===== src/rtl/stack_bus_pkg.sv =====
// Shared types for the stacking bus arbiter.
// Assumes: one role per unit per cycle, decided from the seen ack/collision.
package stack_bus_pkg;

    // Role of the unit on the shared bus in the current cycle
    typedef enum logic [1:0] {
        ROLE_IDLE  = 2'd0,
        ROLE_DRIVE = 2'd1,
        ROLE_RECV  = 2'd2,
        ROLE_COLL  = 2'd3
    } bus_role_e;

endpackage


===== src/rtl/stack_req_arbiter.sv =====
// Exclusive-grant arbiter for the stacking bus.
// Samples the request vector each edge; a single requester gets a low
// acknowledge, several requesters get a low collision broadcast.
// Assumes: arb_en is quasi-static (strap derived); when off, outputs idle high.
module stack_req_arbiter #(
    parameter int N_REQ = 4
) (
    input  logic             clk,
    input  logic             rst_n,
    input  logic             arb_en,
    input  logic [N_REQ-1:0] req_vec,
    output logic             ack_n_q,
    output logic             col_n_q
);

    localparam int CNT_W = $clog2(N_REQ + 1);

    logic [CNT_W-1:0] req_cnt;
    logic             one_req;
    logic             many_req;

    // Count the active request bits
    always_comb begin
        req_cnt = '0;
        for (int i = 0; i < N_REQ; i++) begin
            req_cnt = req_cnt + CNT_W'(req_vec[i]);
        end
    end

    // Classify the request count
    always_comb begin
        one_req  = (req_cnt == CNT_W'(1));
        many_req = (req_cnt > CNT_W'(1));
    end

    // Register acknowledge and collision (active low)
    always_ff @(posedge clk) begin
        if (!rst_n) begin
            ack_n_q <= 1'b1;
            col_n_q <= 1'b1;
        end else if (!arb_en) begin
            ack_n_q <= 1'b1;
            col_n_q <= 1'b1;
        end else begin
            ack_n_q <= !one_req;
            col_n_q <= !many_req;
        end
    end

    // a lone request is acknowledged one edge later
    p_single_grant_r2: assert property (@(posedge clk) disable iff (!rst_n)
        arb_en && $countones(req_vec) == 1 |=> !ack_n_q && col_n_q);

    // several requests give collision and no acknowledge
    p_multi_collide_r3: assert property (@(posedge clk) disable iff (!rst_n)
        arb_en && $countones(req_vec) > 1 |=> ack_n_q && !col_n_q);

    // an empty request vector releases both lines
    p_idle_release_r4: assert property (@(posedge clk) disable iff (!rst_n)
        arb_en && req_vec == '0 |=> ack_n_q && col_n_q);

    // a disabled arbiter stays quiet
    p_disabled_quiet_r1: assert property (@(posedge clk) disable iff (!rst_n)
        !arb_en |=> ack_n_q && col_n_q);

endmodule


===== src/rtl/stack_bus_role.sv =====
// Role decision for one unit on the stacking bus.
// Collision wins over acknowledge; an acknowledge with a local request
// means drive, without one it means receive.
// Assumes: ack_n/col_n are already the effective (internal or pin) values.
module stack_bus_role
    import stack_bus_pkg::*;
(
    input  logic      clk,
    input  logic      rst_n,
    input  logic      ack_n,
    input  logic      col_n,
    input  logic      local_req,
    output bus_role_e role
);

    // Pick this cycle's role from the seen lines and the local request
    always_comb begin
        if (!col_n) begin
            role = ROLE_COLL;
        end else if (!ack_n) begin
            role = local_req ? ROLE_DRIVE : ROLE_RECV;
        end else begin
            role = ROLE_IDLE;
        end
    end

    // a seen collision never yields a drive or a receive role
    p_col_blocks_r8: assert property (@(posedge clk) disable iff (!rst_n)
        !col_n |-> role == ROLE_COLL);

    // driving requires an own request
    p_drive_needs_req_r6: assert property (@(posedge clk) disable iff (!rst_n)
        role == ROLE_DRIVE |-> local_req && !ack_n);

endmodule


===== src/rtl/stack_rx_capture.sv =====
// Receive capture register for the stacking bus data lines.
// Captures the data lines on every edge where the unit is a receiver.
// Assumes: bus_d_in is synchronous to clk.
module stack_rx_capture #(
    parameter int DATA_W = 4
) (
    input  logic              clk,
    input  logic              rst_n,
    input  logic              take,
    input  logic [DATA_W-1:0] bus_d_in,
    output logic [DATA_W-1:0] rx_data,
    output logic              rx_valid
);

    // Capture data and flag its arrival
    always_ff @(posedge clk) begin
        if (!rst_n) begin
            rx_data  <= '0;
            rx_valid <= 1'b0;
        end else begin
            rx_valid <= take;
            if (take) begin
                rx_data <= bus_d_in;
            end
        end
    end

    // without a receive role the captured word holds
    p_rx_hold_r7: assert property (@(posedge clk) disable iff (!rst_n)
        !take |=> $stable(rx_data) && !rx_valid);

    // a receive role yields the sampled word next cycle
    p_rx_take_r7: assert property (@(posedge clk) disable iff (!rst_n)
        take |=> rx_valid && rx_data == $past(bus_d_in));

endmodule


===== src/rtl/stack_bus_arbiter.sv =====
// Stacking bus arbiter top.
// On the arbitrating unit, runs the internal arbiter over the local and
// remote requests and drives acknowledge/collision. Otherwise it takes both
// from the pins. Every unit then drives or receives the data lines.
// Assumes: bidirectional pins are split into in/out/oe; sync active-low reset.
module stack_bus_arbiter
    import stack_bus_pkg::*;
#(
    parameter int DATA_W   = 4,
    parameter int N_REMOTE = 3
) (
    input  logic                clk,
    input  logic                rst_n,
    input  logic                master_strap,
    input  logic                ext_arb_strap,
    input  logic                local_req,
    input  logic [N_REMOTE-1:0] remote_req,
    output logic                req_out,
    input  logic                ack_n_in,
    output logic                ack_n_out,
    output logic                ack_n_oe,
    input  logic                col_n_in,
    output logic                col_n_out,
    output logic                col_n_oe,
    input  logic [DATA_W-1:0]   tx_data,
    input  logic [DATA_W-1:0]   bus_d_in,
    output logic [DATA_W-1:0]   bus_d_out,
    output logic                bus_d_oe,
    output logic [DATA_W-1:0]   rx_data,
    output logic                rx_valid,
    output logic                own_bus,
    output logic                collision
);

    localparam int N_REQ = N_REMOTE + 1;

    logic             arb_en;
    logic [N_REQ-1:0] req_vec;
    logic             ack_n_q;
    logic             col_n_q;
    logic             ack_n_eff;
    logic             col_n_eff;
    bus_role_e        role;

    // Enable the internal arbiter from the straps
    always_comb begin
        arb_en  = master_strap && !ext_arb_strap;
        req_vec = {remote_req, local_req};
    end

    stack_req_arbiter #(.N_REQ(N_REQ)) u_arb (
        .clk     (clk),
        .rst_n   (rst_n),
        .arb_en  (arb_en),
        .req_vec (req_vec),
        .ack_n_q (ack_n_q),
        .col_n_q (col_n_q)
    );

    // Select the seen acknowledge/collision and drive the pins
    always_comb begin
        ack_n_eff = arb_en ? ack_n_q : ack_n_in;
        col_n_eff = arb_en ? col_n_q : col_n_in;
        ack_n_out = ack_n_q;
        col_n_out = col_n_q;
        ack_n_oe  = arb_en;
        col_n_oe  = arb_en;
        req_out   = local_req;
    end

    stack_bus_role u_role (
        .clk       (clk),
        .rst_n     (rst_n),
        .ack_n     (ack_n_eff),
        .col_n     (col_n_eff),
        .local_req (local_req),
        .role      (role)
    );

    // Drive the data lines only while owning the bus
    always_comb begin
        own_bus   = (role == ROLE_DRIVE);
        collision = (role == ROLE_COLL);
        bus_d_oe  = own_bus;
        bus_d_out = own_bus ? tx_data : '0;
    end

    stack_rx_capture #(.DATA_W(DATA_W)) u_rx (
        .clk      (clk),
        .rst_n    (rst_n),
        .take     (role == ROLE_RECV),
        .bus_d_in (bus_d_in),
        .rx_data  (rx_data),
        .rx_valid (rx_valid)
    );

    // pin drivers follow the straps
    p_oe_strap_r1: assert property (@(posedge clk) disable iff (!rst_n)
        ack_n_oe == (master_strap && !ext_arb_strap) && col_n_oe == ack_n_oe);

    // data drive implies own request and no collision on the seen lines
    p_drive_clean_r6: assert property (@(posedge clk) disable iff (!rst_n)
        bus_d_oe |-> local_req && col_n_eff && !ack_n_eff);

    // with the arbiter off the pins decide the role
    p_pins_rule_r5: assert property (@(posedge clk) disable iff (!rst_n)
        !arb_en && !col_n_in |-> collision && !bus_d_oe);

endmodule


===== config.mk =====
export PLATFORM = sky130hd
export DESIGN_NAME = stack_bus_arbiter
export DESIGN_NICKNAME = d
export VERILOG_FILES = /design/src/rtl/stack_bus_pkg.sv /design/src/rtl/stack_req_arbiter.sv /design/src/rtl/stack_bus_role.sv /design/src/rtl/stack_rx_capture.sv /design/src/rtl/stack_bus_arbiter.sv
export SDC_FILE = /design/constraint.sdc
export NUM_CORES = 1
export LEC_CHECK = 0
export BUFFER_PORTS_ARGS = -buffer_cell sky130_fd_sc_hd__buf_2
export CORE_MARGIN = 2
export CORE_UTILIZATION = 33
export CTS_BUF_LIST = sky130_fd_sc_hd__clkbuf_4 sky130_fd_sc_hd__clkbuf_8 sky130_fd_sc_hd__clkbuf_16
export CTS_CLUSTER_DIAMETER = 120
export DETAILED_ROUTE_END_ITERATION = 12
export PLACE_DENSITY = 0.72
export SLEW_MARGIN = 20
export SYNTH_ARGS = -nofsm -noshare
export SYNTH_HDL_FRONTEND = slang
export SYNTH_HIERARCHICAL = 1
export SYNTH_SLANG_ARGS = --single-unit

===== constraint.sdc =====
create_clock -name clk -period 1.4 [get_ports clk]
set_input_delay 0.21 -clock clk [delete_from_list [all_inputs] [get_ports clk]]
set_output_delay 0.21 -clock clk [all_outputs]
set_load 0.005 [all_outputs]

==> results.json <==
{
  "run_status": "complete, but fails checks",
  "failed_checks": "setup timing",
  "min_period_ns": 1.62,
  "yosys_warnings": 6,
  "regToRegStartpoint": "u_arb/ack_n_q",
  "fin_skew_ns": 0.00630,
  "final_nets": 105,
  "arrival_ns": 1.41,
  "antenna_cells": 0,
  "grt_pass1_wl_um": 1270,
  "setup_violations": 11,
  "grt_pass1_vias": 362,
  "ir_drop_v": 0.000485,
  "cts_root_buffer": "clkbuf_4",
  "power_density_nw_per_um2": 826,
  "synth_top_flop_cell": "dfxtp_1",
  "ios": 35,
  "max_freq_mhz": 617,
  "synth.distinct_cells": 18,
  "cts.sinks": 7,
  "grt_antenna_before_repair": 0,
  "route.detailed.drc": 0,
  "clk_path_buf_depth": 2,
  "worstSetupPathType": "flop to primary output",
  "syn-num-nets": 65,
  "rows": 13,
  "critPathMaxFanout": 6,
  "dpl.hpwl_um": 786,
  "slew_headroom_pct": 88.4,
  "worst_slack_ns": -0.220,
  "synth_area_per_cell_um2": 10.2,
  "seq_area_frac_synth_pct": 31.8,
  "holdWs_ns": 0.208,
  "drive_gt1_share_pct": 68.3,
  "synth_area_um2": 440,
  "h-tree-depth": 1,
  "cp-startpoint": "u_arb/ack_n_q",
  "core-area_um2": 1270,
  "grt_max_degree": 8,
  "netlist.area_leader.share_pct": 31.8,
  "required_ns": 1.19,
  "portBuffers": 34,
  "maxCapViolations": 0,
  "num_vias": 410,
  "hold_path_class": "primary input to flop",
  "synth_area_leaders": "dfxtp_1 32%, mux2i_1 9.1%, ha_1 8.5%",
  "via_per_inst": 4.23,
  "first_pass_iters": 1,
  "wl_per_cell_um": 9.10,
  "gp_congestion": 0.627,
  "die_w_um": 40.5,
  "clk_pin_slew_ns": 0.05,
  "hold_viol": 0,
  "dieArea_um2": 1640,
  "grt.total_usage_pct": 12.0,
  "cts_tree": "built",
  "synth_most_common_cell": "dfxtp_1",
  "drt-initial-drc-count": 0,
  "area_delta_synth_final_pct": 65.3,
  "die_h_um": 40.5,
  "p_leak_nw": 0.390,
  "synth_top_cells_by_count": "7 x dfxtp_1, 5 x and2_1, 5 x nor2b_1",
  "yosysTopAreaCell": "dfxtp_1",
  "worstSkewPairLatency_ns": 0.25,
  "synthCells": 43,
  "fillers": 106,
  "cts_buffers": 3,
  "wl_um": 883,
  "postCtsHoldBufs": 0,
  "tns_ns": -1.53,
  "fin_util_pct": 57.4,
  "drv_slew": 0,
  "overflow": 0,
  "endpoint_kind": "primary output",
  "rsz0062_at_grt": "yes",
  "final_area_um2": 728,
  "ys_ff_latch": 7,
  "hp-start": "rst_n",
  "async_flop_share_pct": 0,
  "dpl_cell_area_um2": 639,
  "initial_core_util_pct": 34.7,
  "ant_nets": 0,
  "tightest_slew_ns": 0.173,
  "synth_edf_count": 0,
  "min_period_over_period_pct": 116,
  "cp-start-kind": "flop"
}
## power breakdown
part | total [W] | switching [W] | internal, W
Sequential | 0.000216 | 0.00000428 | 0.000211
Combinational | 0.000189 | 0.0000762 | 0.000113
Clock | 0.000197 | 0.0000691 | 0.000128
Total | 0.000601 | 0.000150 | 0.000452
## cells by family (layout without fill, tap and decap cells)
family                     after synthesis  count (layout)  synth area share [%]
adders and majority gates                4               4                  13.1
DFF                                      7               7                  31.8
muxes                                    6               6                  15.9
AOI/OAI and AO/OA                        2               2                  3.12
buffers and inverters                    8              47                  11.1
and+or+nand+nor                         16              16                  25.0
## final timing paths
path                     end  slack, ns  cells after the start
min            u_arb/col_n_q       0.21                      2
max             bus_d_out[2]      -0.22                      6
min reg2reg  u_rx/rx_data[1]       0.51                      2
max reg2reg  u_rx/rx_data[3]      -0.08                      8
## layout by cell type, fill, tap and decap left out, types with 2 or more instances in the layout
master,n
buf_2,32
dfxtp_1,6
buf_4,5
inv_1,4
clkbuf_4,4
mux2i_1,4
nor2b_1,4
and2_1,3
nor2b_4,2
mux2_4,2
and2_4,2
buf_6,2
o21ai_4,2
## timing repair
item                       4_1_cts  5_1_grt
buffers inserted                 1        1
setup endpoints to repair       11       11
pin swaps                        1        1
gates resized for setup          1        8
## routing by layer
metal  wire (um)  vias to the layer above  track usage [%]
li1            -                      213                -
met1         304                      180             10.3
met2         516                       17             23.4
met3          61                        0             1.67
met4           0                        0             10.0
met5           0                        -                0
## cell type report
class | count | area, um2 | area share, %
Multi-Input combinational cell | 28 | 303 | 41.6
Timing Repair Buffer | 39 | 220 | 30.2
Sequential cell | 7 | 141 | 19.4
Clock buffer | 4 | 30.0 | 4.12
Tap cell | 15 | 18.8 | 2.58
Inverter | 4 | 15.0 | 2.06
## worst max-delay path, cell delays in order, from the launching register on
cell     delay [ns]
dfxtp_1        0.30
mux2_4         0.30
o21ai_4        0.13
buf_4          0.14
nor2b_4        0.04
and2_1         0.14
buf_2          0.12
## registers in the layout, indices dropped and copies added, names as in the netlist
signal,cells
u_arb/ack_n_q,1
u_arb/col_n_q,1
u_rx/rx_data,4
u_rx/rx_valid,1
## through the flow
step	cells	worst slack, ns	power (W)
6_report	97	-0.220	0.000601
5_1_grt	97	-0.317	0.000646
4_1_cts	96	-0.234	0.000593
3_5_place_dp	91	-0.230	0.000383
3_3_place_gp	91	-0.181	0.000379
2_1_floorplan	43	-0.0163	0.000319
(Power assumes the default switching activity.)
